--- config.mk ---
export PLATFORM = sky130hd
export DESIGN_NAME = dual_bank_rx_ep
export DESIGN_NICKNAME = d
export VERILOG_FILES = /design/src/rtl/dual_bank_rx_ep.sv
export SDC_FILE = /design/constraint.sdc
export NUM_CORES = 1
export LEC_CHECK = 0
export ABC_AREA = 1
export BUFFER_PORTS_ARGS = -buffer_cell sky130_fd_sc_hd__clkbuf_2
export CORE_AREA = 5 5 316 318
export CTS_BUF_LIST = sky130_fd_sc_hd__clkbuf_2
export CTS_CLUSTER_SIZE = 12
export DETAILED_ROUTE_END_ITERATION = 8
export DIE_AREA = 0 0 321 323
export SLEW_MARGIN = 20
export SYNTH_ARGS = -nofsm -noshare
export SYNTH_HDL_FRONTEND = slang
export SYNTH_SLANG_ARGS = --single-unit
--- constraint.sdc ---
create_clock -name clk -period 2.3 [get_ports clk]
set_input_delay 0.115 -clock clk [delete_from_list [all_inputs] [get_ports clk]]
set_output_delay 0.115 -clock clk [all_outputs]
set_load 0.03 [all_outputs]
--- src/rtl/dual_bank_rx_ep.sv ---
module dual_bank_rx_ep #(
  parameter int MAX_BYTES = 64,
  parameter int DW = 8,
  localparam int AW = $clog2(MAX_BYTES),
  localparam int CW = $clog2(MAX_BYTES + 1)
) (
  input  logic          clk,
  input  logic          rst_n,
  input  logic          pingpong_en,
  input  logic          iso_en,
  input  logic          pk_start,
  input  logic          pk_valid,
  input  logic [DW-1:0] pk_data,
  input  logic          pk_end,
  input  logic          pk_crc_ok,
  output logic [1:0]    hs_code,
  input  logic          clr0,
  input  logic          clr1,
  input  logic [AW-1:0] sw_rd_addr,
  output logic [DW-1:0] sw_rd_data,
  output logic          sw_bank,
  output logic          full0,
  output logic          full1,
  output logic [CW-1:0] cnt0,
  output logic [CW-1:0] cnt1,
  output logic          irq,
  output logic          cfg_err,
  output logic          iso_ovf,
  output logic          trunc_ovf
);

  localparam logic [1:0] HS_NONE = 2'b00;
  localparam logic [1:0] HS_ACK  = 2'b01;
  localparam logic [1:0] HS_NAK  = 2'b10;
  localparam logic [CW-1:0] CAP  = CW'(MAX_BYTES);

  logic [DW-1:0] mem [2][MAX_BYTES];
  logic [1:0]    full;
  logic [CW-1:0] cnt [2];
  logic [CW-1:0] wptr;
  logic          rx_ptr, in_pkt, acc, tgt;

  wire       bad_cfg  = iso_en & ~pingpong_en;
  wire [1:0] free     = ~full & {pingpong_en, 1'b1};
  wire       pick     = pingpong_en & (free[rx_ptr] ? rx_ptr : ~rx_ptr);
  wire       can_take = ~bad_cfg & free[pick];
  wire [1:0] clr      = {clr1, clr0};
  wire       byte_in  = in_pkt & ~pk_start & ~pk_end & pk_valid & acc;
  wire       wr_en    = byte_in & (wptr < CAP);
  wire       good_end = in_pkt & ~pk_start & pk_end & pk_crc_ok & ~bad_cfg;
  wire [1:0] set_vec  = (good_end & acc) ? (2'b01 << tgt) : 2'b00;

  assign full0      = full[0];
  assign full1      = full[1];
  assign cnt0       = cnt[0];
  assign cnt1       = cnt[1];
  assign irq        = |full;
  assign cfg_err    = bad_cfg;
  assign sw_rd_data = mem[sw_bank][sw_rd_addr];

  always_ff @(posedge clk) begin
    if (wr_en) mem[tgt][wptr[AW-1:0]] <= pk_data;
  end

  always_ff @(posedge clk) begin
    if (!rst_n) begin
      full      <= 2'b00;
      cnt[0]    <= '0;
      cnt[1]    <= '0;
      wptr      <= '0;
      rx_ptr    <= 1'b0;
      sw_bank   <= 1'b0;
      in_pkt    <= 1'b0;
      acc       <= 1'b0;
      tgt       <= 1'b0;
      hs_code   <= HS_NONE;
      iso_ovf   <= 1'b0;
      trunc_ovf <= 1'b0;
    end else begin
      hs_code <= HS_NONE;
      full    <= (full & ~clr) | set_vec;

      if (pk_start) begin
        in_pkt <= 1'b1;
        acc    <= can_take;
        tgt    <= pick;
        wptr   <= '0;
      end else if (in_pkt && pk_end) begin
        in_pkt <= 1'b0;
        wptr   <= '0;
        if (good_end) begin
          if (acc) begin
            cnt[tgt] <= wptr;
            rx_ptr   <= pingpong_en & ~tgt;
            if (!iso_en) hs_code <= HS_ACK;
          end else if (iso_en) begin
            iso_ovf <= 1'b1;
          end else begin
            hs_code <= HS_NAK;
          end
        end
      end else if (byte_in) begin
        if (wptr < CAP) wptr <= wptr + 1'b1;
        else            trunc_ovf <= 1'b1;
      end

      if (!pingpong_en)                   sw_bank <= 1'b0;
      else if (clr[sw_bank] && full[sw_bank]) sw_bank <= ~sw_bank;
    end
  end

  AST_ACK_SETS_FLAG: assert property (@(posedge clk) disable iff (!rst_n)
    (hs_code == HS_ACK) |-> ((full & ~$past(full)) != 2'b00));

  AST_NAK_NO_FLAG: assert property (@(posedge clk) disable iff (!rst_n)
    (hs_code == HS_NAK) |-> ((full & ~$past(full)) == 2'b00));

  AST_FLAG0_CLEARED_BY_SW: assert property (@(posedge clk) disable iff (!rst_n)
    $fell(full[0]) |-> $past(clr0));

  AST_FLAG1_CLEARED_BY_SW: assert property (@(posedge clk) disable iff (!rst_n)
    $fell(full[1]) |-> $past(clr1));

  AST_SINGLE_NO_BANK1: assert property (@(posedge clk) disable iff (!rst_n)
    (!pingpong_en && !$past(pingpong_en) && !$past(full[1])) |-> !full[1]);

  AST_ISO_SILENT: assert property (@(posedge clk) disable iff (!rst_n)
    (iso_en && $past(iso_en)) |-> (hs_code == HS_NONE));

  AST_CFG_QUIET: assert property (@(posedge clk) disable iff (!rst_n)
    (bad_cfg && $past(bad_cfg)) |-> (hs_code == HS_NONE && (full & ~$past(full)) == 2'b00));

  AST_COUNT_CAP: assert property (@(posedge clk) disable iff (!rst_n)
    (cnt[0] <= CAP) && (cnt[1] <= CAP));

  AST_HS_PULSE: assert property (@(posedge clk) disable iff (!rst_n)
    (hs_code != HS_NONE) |=> (hs_code == HS_NONE));

endmodule

Word-level counts from Yosys, hierarchy flattened
Memories as Yosys holds them, arrays and structs flattened. A register that Yosys moved wholly into a read port is not among the register bits.
Index checks and enable logic that the tools add are counted.
{"block": "totals", "ff_bits": 18, "mem_bits_rw": 1038, "wordCells": 100, "memories": 2}
{"name": "mem", "words": 2, "width": 512, "rd": 1, "rd_ports_with_merged_regs": 1, "write_ports": 1, "line_no": "37", "text": "logic [DW-1:0] mem [2][MAX_BYTES];"}
{"name": "cnt", "words": 2, "width": 7, "rd": 2, "rd_ports_with_merged_regs": 0, "write_ports": 2, "line_no": "39", "text": "logic [CW-1:0] cnt [2];"}
{"block": "op_classes", "addsub": 1, "magnitude_cmp": 7, "shifts": 1, "n_mux": 34, "bitwise_logic": 32, "reduce_logical": 13}
{"operator": "$mux W512", "count": 1}
{"operator": "$bmux W8 S6", "count": 1}
{"operator": "$demux W8 S6", "count": 1}
{"operator": "$mux W1", "count": 24}
{"operator": "$mux W8", "count": 3}
{"operator": "$ge A7 B7 Y1 const B", "count": 2}
{"operator": "$not A6 Y7", "count": 2}
{"operator": "$and A1 B1 Y1", "count": 13}
{"operator": "$not A1 Y1", "count": 12}
{"operator": "$reduce_and A4 Y1", "count": 2}
{"operator": "$add A7 B1 Y7 const B", "count": 1}
{"operator": "$lt A7 B1 Y1 const B", "count": 1}
{"operator": "$lt A7 B7 Y1 const B", "count": 1}
{"operator": "$mux W7", "count": 1}
{"operator": "$reduce_or A7 Y1", "count": 1}
{"operator": "$lt A1 B2 Y1 const B", "count": 3}
{"operator": "$mux W2", "count": 3}
{"operator": "$reduce_and A5 Y1", "count": 1}
{"operator": "$and A2 B2 Y2", "count": 2}
{"operator": "$not A2 Y2", "count": 2}
{"operator": "$reduce_and A2 Y1", "count": 2}
{"operator": "$reduce_or A4 Y1", "count": 1}
{"operator": "$logic_and A1 B1 Y1", "count": 3}
{"operator": "$reduce_or A3 Y1", "count": 1}
{"operator": "other kinds (4)", "count": 4}

Logic depth before layout (Yosys ltp)
{"block": "logic_depth", "word_depth": 12, "mapped_depth": 14, "ltp_nobuf": 11}

Worst setup path before layout
No wires, ideal clock.
{"block": "synth_timing", "path_kind": "register -> register", "from": "register in_pkt", "to": "memory mem[0][472] (netlist bit) (enable)", "t_arrival_ps": 1925, "t_required_ps": 1917, "setup_slack_ps": -9, "path_stages_with_launch": 9, "path_cell_list": "dfxtp_1 -> nand2_1 -> nand3_2 -> nor3b_2 -> nand2_2 -> nor2_2 -> nand3_1 -> buf_2 -> nor3_1"}
{"block": "synth_via", "elab_chain_len": 7}
{"item": "start: declaration", "line_no": "41", "text": "logic rx_ptr, in_pkt, acc, tgt;"}
{"item": "start signal: assignment", "line_no": "73", "text": "in_pkt <= 1'b0;"}
{"item": "start signal: assignment", "line_no": "84", "text": "in_pkt <= 1'b1;"}
{"item": "start signal: assignment", "line_no": "89", "text": "in_pkt <= 1'b0;"}
{"item": "$and A1 B1 Y1 (4 in a row)", "line_no": "48", "text": "wire byte_in = in_pkt & ~pk_start & ~pk_end & pk_valid & acc;"}
{"item": "$and A1 B1 Y1", "line_no": "49", "text": "wire wr_en = byte_in & (wptr < CAP);"}
{"item": "$mux W1", "line_no": "62", "text": "if (wr_en) mem[tgt][wptr[AW-1:0]] <= pk_data;"}
{"item": "$mux W512 (not written as such)", "line_no": "62"}
{"item": "end: declaration", "line_no": "37"}
Every way passes these cells.

==> impl_metrics.py <==
metrics = {
    "outcome": {
        "status": "complete, but fails checks",
        "failed_checks": "setup timing",
    },
    "detailed_routing": {
        "routedWlPerCell_um": 22.1,
        "postRouteWirelength_um": 125000,
        "dr.pass1.iters": 6,
        "vias_per_cell": 5.43,
        "met3RoutedLength_um": 10600,
        "drtIter0Drc": 3292,
        "antenna_left": 0,
        "vias": 30800,
        "wl_met2_um": 58800,
        "drc": 0,
        "m1WireLength_um": 52700,
        "highest_layer": "met4",
    },
    "placement": {
        "gp_congestion": 0.864,
        "placed_area_um2": 47000,
        "dp_hpwl_um": 72300,
        "numPortBuffers": 54,
    },
    "synthesis": {
        "yosysTopAreaCellShare": 0.724,
        "synthMuxAreaShare": 0,
        "synth.net_count": 3740,
        "synth-warning-count": 0,
        "synthesis.area_um2": 43100,
        "synth_compound_area_frac": 0.00308,
        "syn_inst": 3715,
        "avgSynthCellArea_um2": 11.6,
        "synthAdderAreaFrac": 0.000290,
        "yosysSeqAreaShare": 0.732,
        "synth_seq_cells": 1057,
        "yosys.area.top_type": "edfxtp_1",
        "synth_simple_gate_area_frac": 0.236,
        "synth-xor-area-share": 0,
        "ys_types": 31,
        "synth_area_leaders": "edfxtp_1, nand3_1, nand2_1",
        "synth_top_family_by_area": "simple AND/OR/NAND/NOR gates",
    },
    "grt": {
        "antenna_found_initial": 5,
        "grt_max_degree": 129,
        "grt_pass1_vias": 30100,
        "grt_pass1_wl_um": 187000,
        "grt-ovfl-total": 0,
        "grt.total_usage": 0.237,
    },
    "clocking": {
        "cts.path.max_buffers": 4,
        "cts.clk_slew.worst_paths_ns": 0.10,
        "cts-buffers-inserted": 291,
        "clock_tree.root_cell": "clkbuf_2",
        "numClockSinks": 1057,
        "htreeDepth": 5,
        "cts_tree": "yes",
        "worst_skew_pair.late_latency_ns": 1.47,
    },
    "power": {
        "p_leak_uw": 0.0194,
        "vdd_drop_max_mv": 0.430,
        "pwr_density_cell_nw_per_um2": 695,
    },
    "timing": {
        "fin_crit_ns": 3.67,
        "setup_viol": 8,
        "skew_ns": 0.182,
        "finalSetupTns_ns": -10.67,
        "fmax_ghz": 0.272,
        "slew_violations": 0,
        "hold_violations": 0,
        "relSlewSlack": 0.379,
        "rsz0062_at_grt": "yes",
        "worst_slack_ns": -1.37,
        "worstMarginPinSlew_ns": 0.931,
        "timing.final.crit_share": 1.60,
    },
    "worst_setup_path": {
        "slowest_delay_ns": 0.40,
        "crit_fanout": 17,
        "r2r-start": "in_pkt",
        "reg2reg_depth": 11,
        "cp_cell_sequence": "buf_12, buf_12, buf_12, buf_12, nand2_1, nand3_1, nand3_1, nand3_2, nand2_2, nand2_1, nand3_1, nand2_1, nand2_1, nand2_2, clkbuf_8",
        "crit_family": "simple AND/OR/NAND/NOR gates",
        "r2r_end": "mem[0][419]",
        "crit_type": "register to output pin",
        "worstSetupEndpointType": "output pin",
        "critical_path_buf_inv_count": 5,
        "worst_path_max_delay_cell": "dfxtp_4",
        "cp.arrival_ns": 3.56,
        "crit_path_start_kind": "register",
        "rrSetupSlack_ns": 0.04,
        "required_ns": 2.18,
    },
    "final_layout": {
        "syn_to_final_growth_pct": 19.8,
        "utilization": 0.536,
        "fin_nets": 4236,
        "drive_above_1_share": 0.223,
        "design_area_um2": 51600,
    },
    "floorplan": {
        "die_x_um": 321,
        "core_area_um2": 96300,
        "fp.dieH_um": 323,
        "start_util": 0.447,
        "fp-row-count": 114,
        "dieArea_um2": 104000,
        "ioPinCount": 55,
    },
    "min_path": {
        "hp-start": "pk_data[6]",
        "hp-class": "input pin to register",
        "hold_path_depth": 4,
        "min_to": "mem[0][486]",
    },
    "job": {
        "maxCapViolCount": 0,
    },
}
state kept, by name (all words and copies together) (netlist names), named ones only:
register,cells
mem,1024
cnt,14
wptr,7
full,2
hs_code,2
acc,1
in_pkt,1
iso_ovf,1
rx_ptr,1
sw_bank,1
tgt,1
trunc_ovf,1
what timing repair did:
action                                  in CTS  in global routing
gates resized for setup                    146                 86
hold buffers                                51                  0
cloned                                      10                  5
pin swaps                                   23                 31
buffers inserted                            20                 14
hold endpoints to repair                  2091                  0
endpoints found under the setup margin      18                686
synthesized netlist by cell type:
cell         n
nand2_1   1245
edfxtp_1  1038
nand3_1    934
buf_2      137
nor2_1     103
clkbuf_1    81
nor3_1      61
inv_1       33
buf_1       23
dfxtp_1     19
a21oi_1      8
inv_2        4
nor2_4       3
o21ai_0      3
o31ai_1      3
a311oi_1     2
nand2_2      2
nand4_1      2
nor2_2       2
a211oi_1     1
a221oi_1     1
a31oi_1      1
buf_4        1
ha_1         1
nand3_2      1
nor3_4       1
nor3b_1      1
nor3b_2      1
nor4_1       1
o211ai_1     1
o21a_1       1
worst min-delay path, stage by stage:
cell,delay [ns]
dlygate4sd3_1,0.52
dlygate4sd3_1,0.54
buf_4,0.12
buf_12,0.20
cells by family after synthesis:
group,after synthesis
simple gates,2357
flops,1057
buf+inv,279
compound gates,21
fa+ha+maj,1
routing by layer:
layer,track usage,vias to the layer above
met5,0,-
met4,0.0788,0
met2,0.371,1399
li1,-,14300
met3,0.0516,222
met1,0.335,14900
worst max path at each step:
stage | start | end | slack (ns) | cells past startpoint
floorplan | in_pkt | mem[0][472] | -0.009 | 8
global placement | register | sw_rd_data[7] | -0.12 | 14
detailed placement | register | sw_rd_data[7] | -0.13 | 14
CTS | register | sw_rd_data[4] | -1.48 | 17
global route | register | sw_rd_data[2] | -1.57 | 17
finish | register | sw_rd_data[7] | -1.37 | 15
per-stage QoR:
step	setup WS [ns]	hold slack, ns	cells	power, µW
after floorplan	-0.00893	0.194	3715	22300
after global placement	-0.115	0.308	5096	23400
after detailed placement	-0.130	0.304	5096	23400
after CTS	-1.48	0.0174	5646	36100
after global routing	-1.57	0.0858	5667	37400
final	-1.37	0.198	5668	35900
final cells by class:
type | count | area [µm²]
fill | 8341 | 44700
sequential | 1057 | 31600
multi-input combinational | 2379 | 10800
timing repair buffer | 444 | 5020
clock buffer | 420 | 2100
tap | 1276 | 1600
clock inverter | 49 | 298
inverter | 37 | 178
timing repair inverter | 1 | 16.3
antenna | 5 | 12.5
placed cells by master, fill, tap and decap left out, types with 2 or more instances in the layout:
master,n
dfxtp_2,3
buf_16,14
nor2_2,3
inv_1,26
bufbuf_16,5
inv_2,9
nand3_1,881
nand4_1,2
nor3_1,57
nand3_2,51
clkinv_1,35
clkinv_2,4
inv_4,4
nor2_4,4
a311oi_1,2
nand2_2,52
a21oi_1,8
edfxtp_1,1038
dlygate4sd3_1,42
nand2_4,5
buf_4,236
buf_12,75
o21ai_0,3
clkbuf_2,446
nand2_1,1190
bufinv_16,4
clkbuf_16,5
diode_2,5
nor3_4,4
buf_6,21
o31ai_1,3
nor2_1,101
clkbuf_8,7
dfxtp_4,4
dfxtp_1,12
buf_8,13
nand3_4,3
power by group:
part | leakage (µW) | internal, µW | switching (µW) | total [µW]
clock | 0.00190 | 5240 | 7440 | 12700
combinational | 0.00804 | 602 | 1460 | 2060
sequential | 0.00950 | 21100 | 11.1 | 21100
total | 0.0194 | 27000 | 8910 | 35900
No activity file was read; power rests on OpenSTA's default activity.
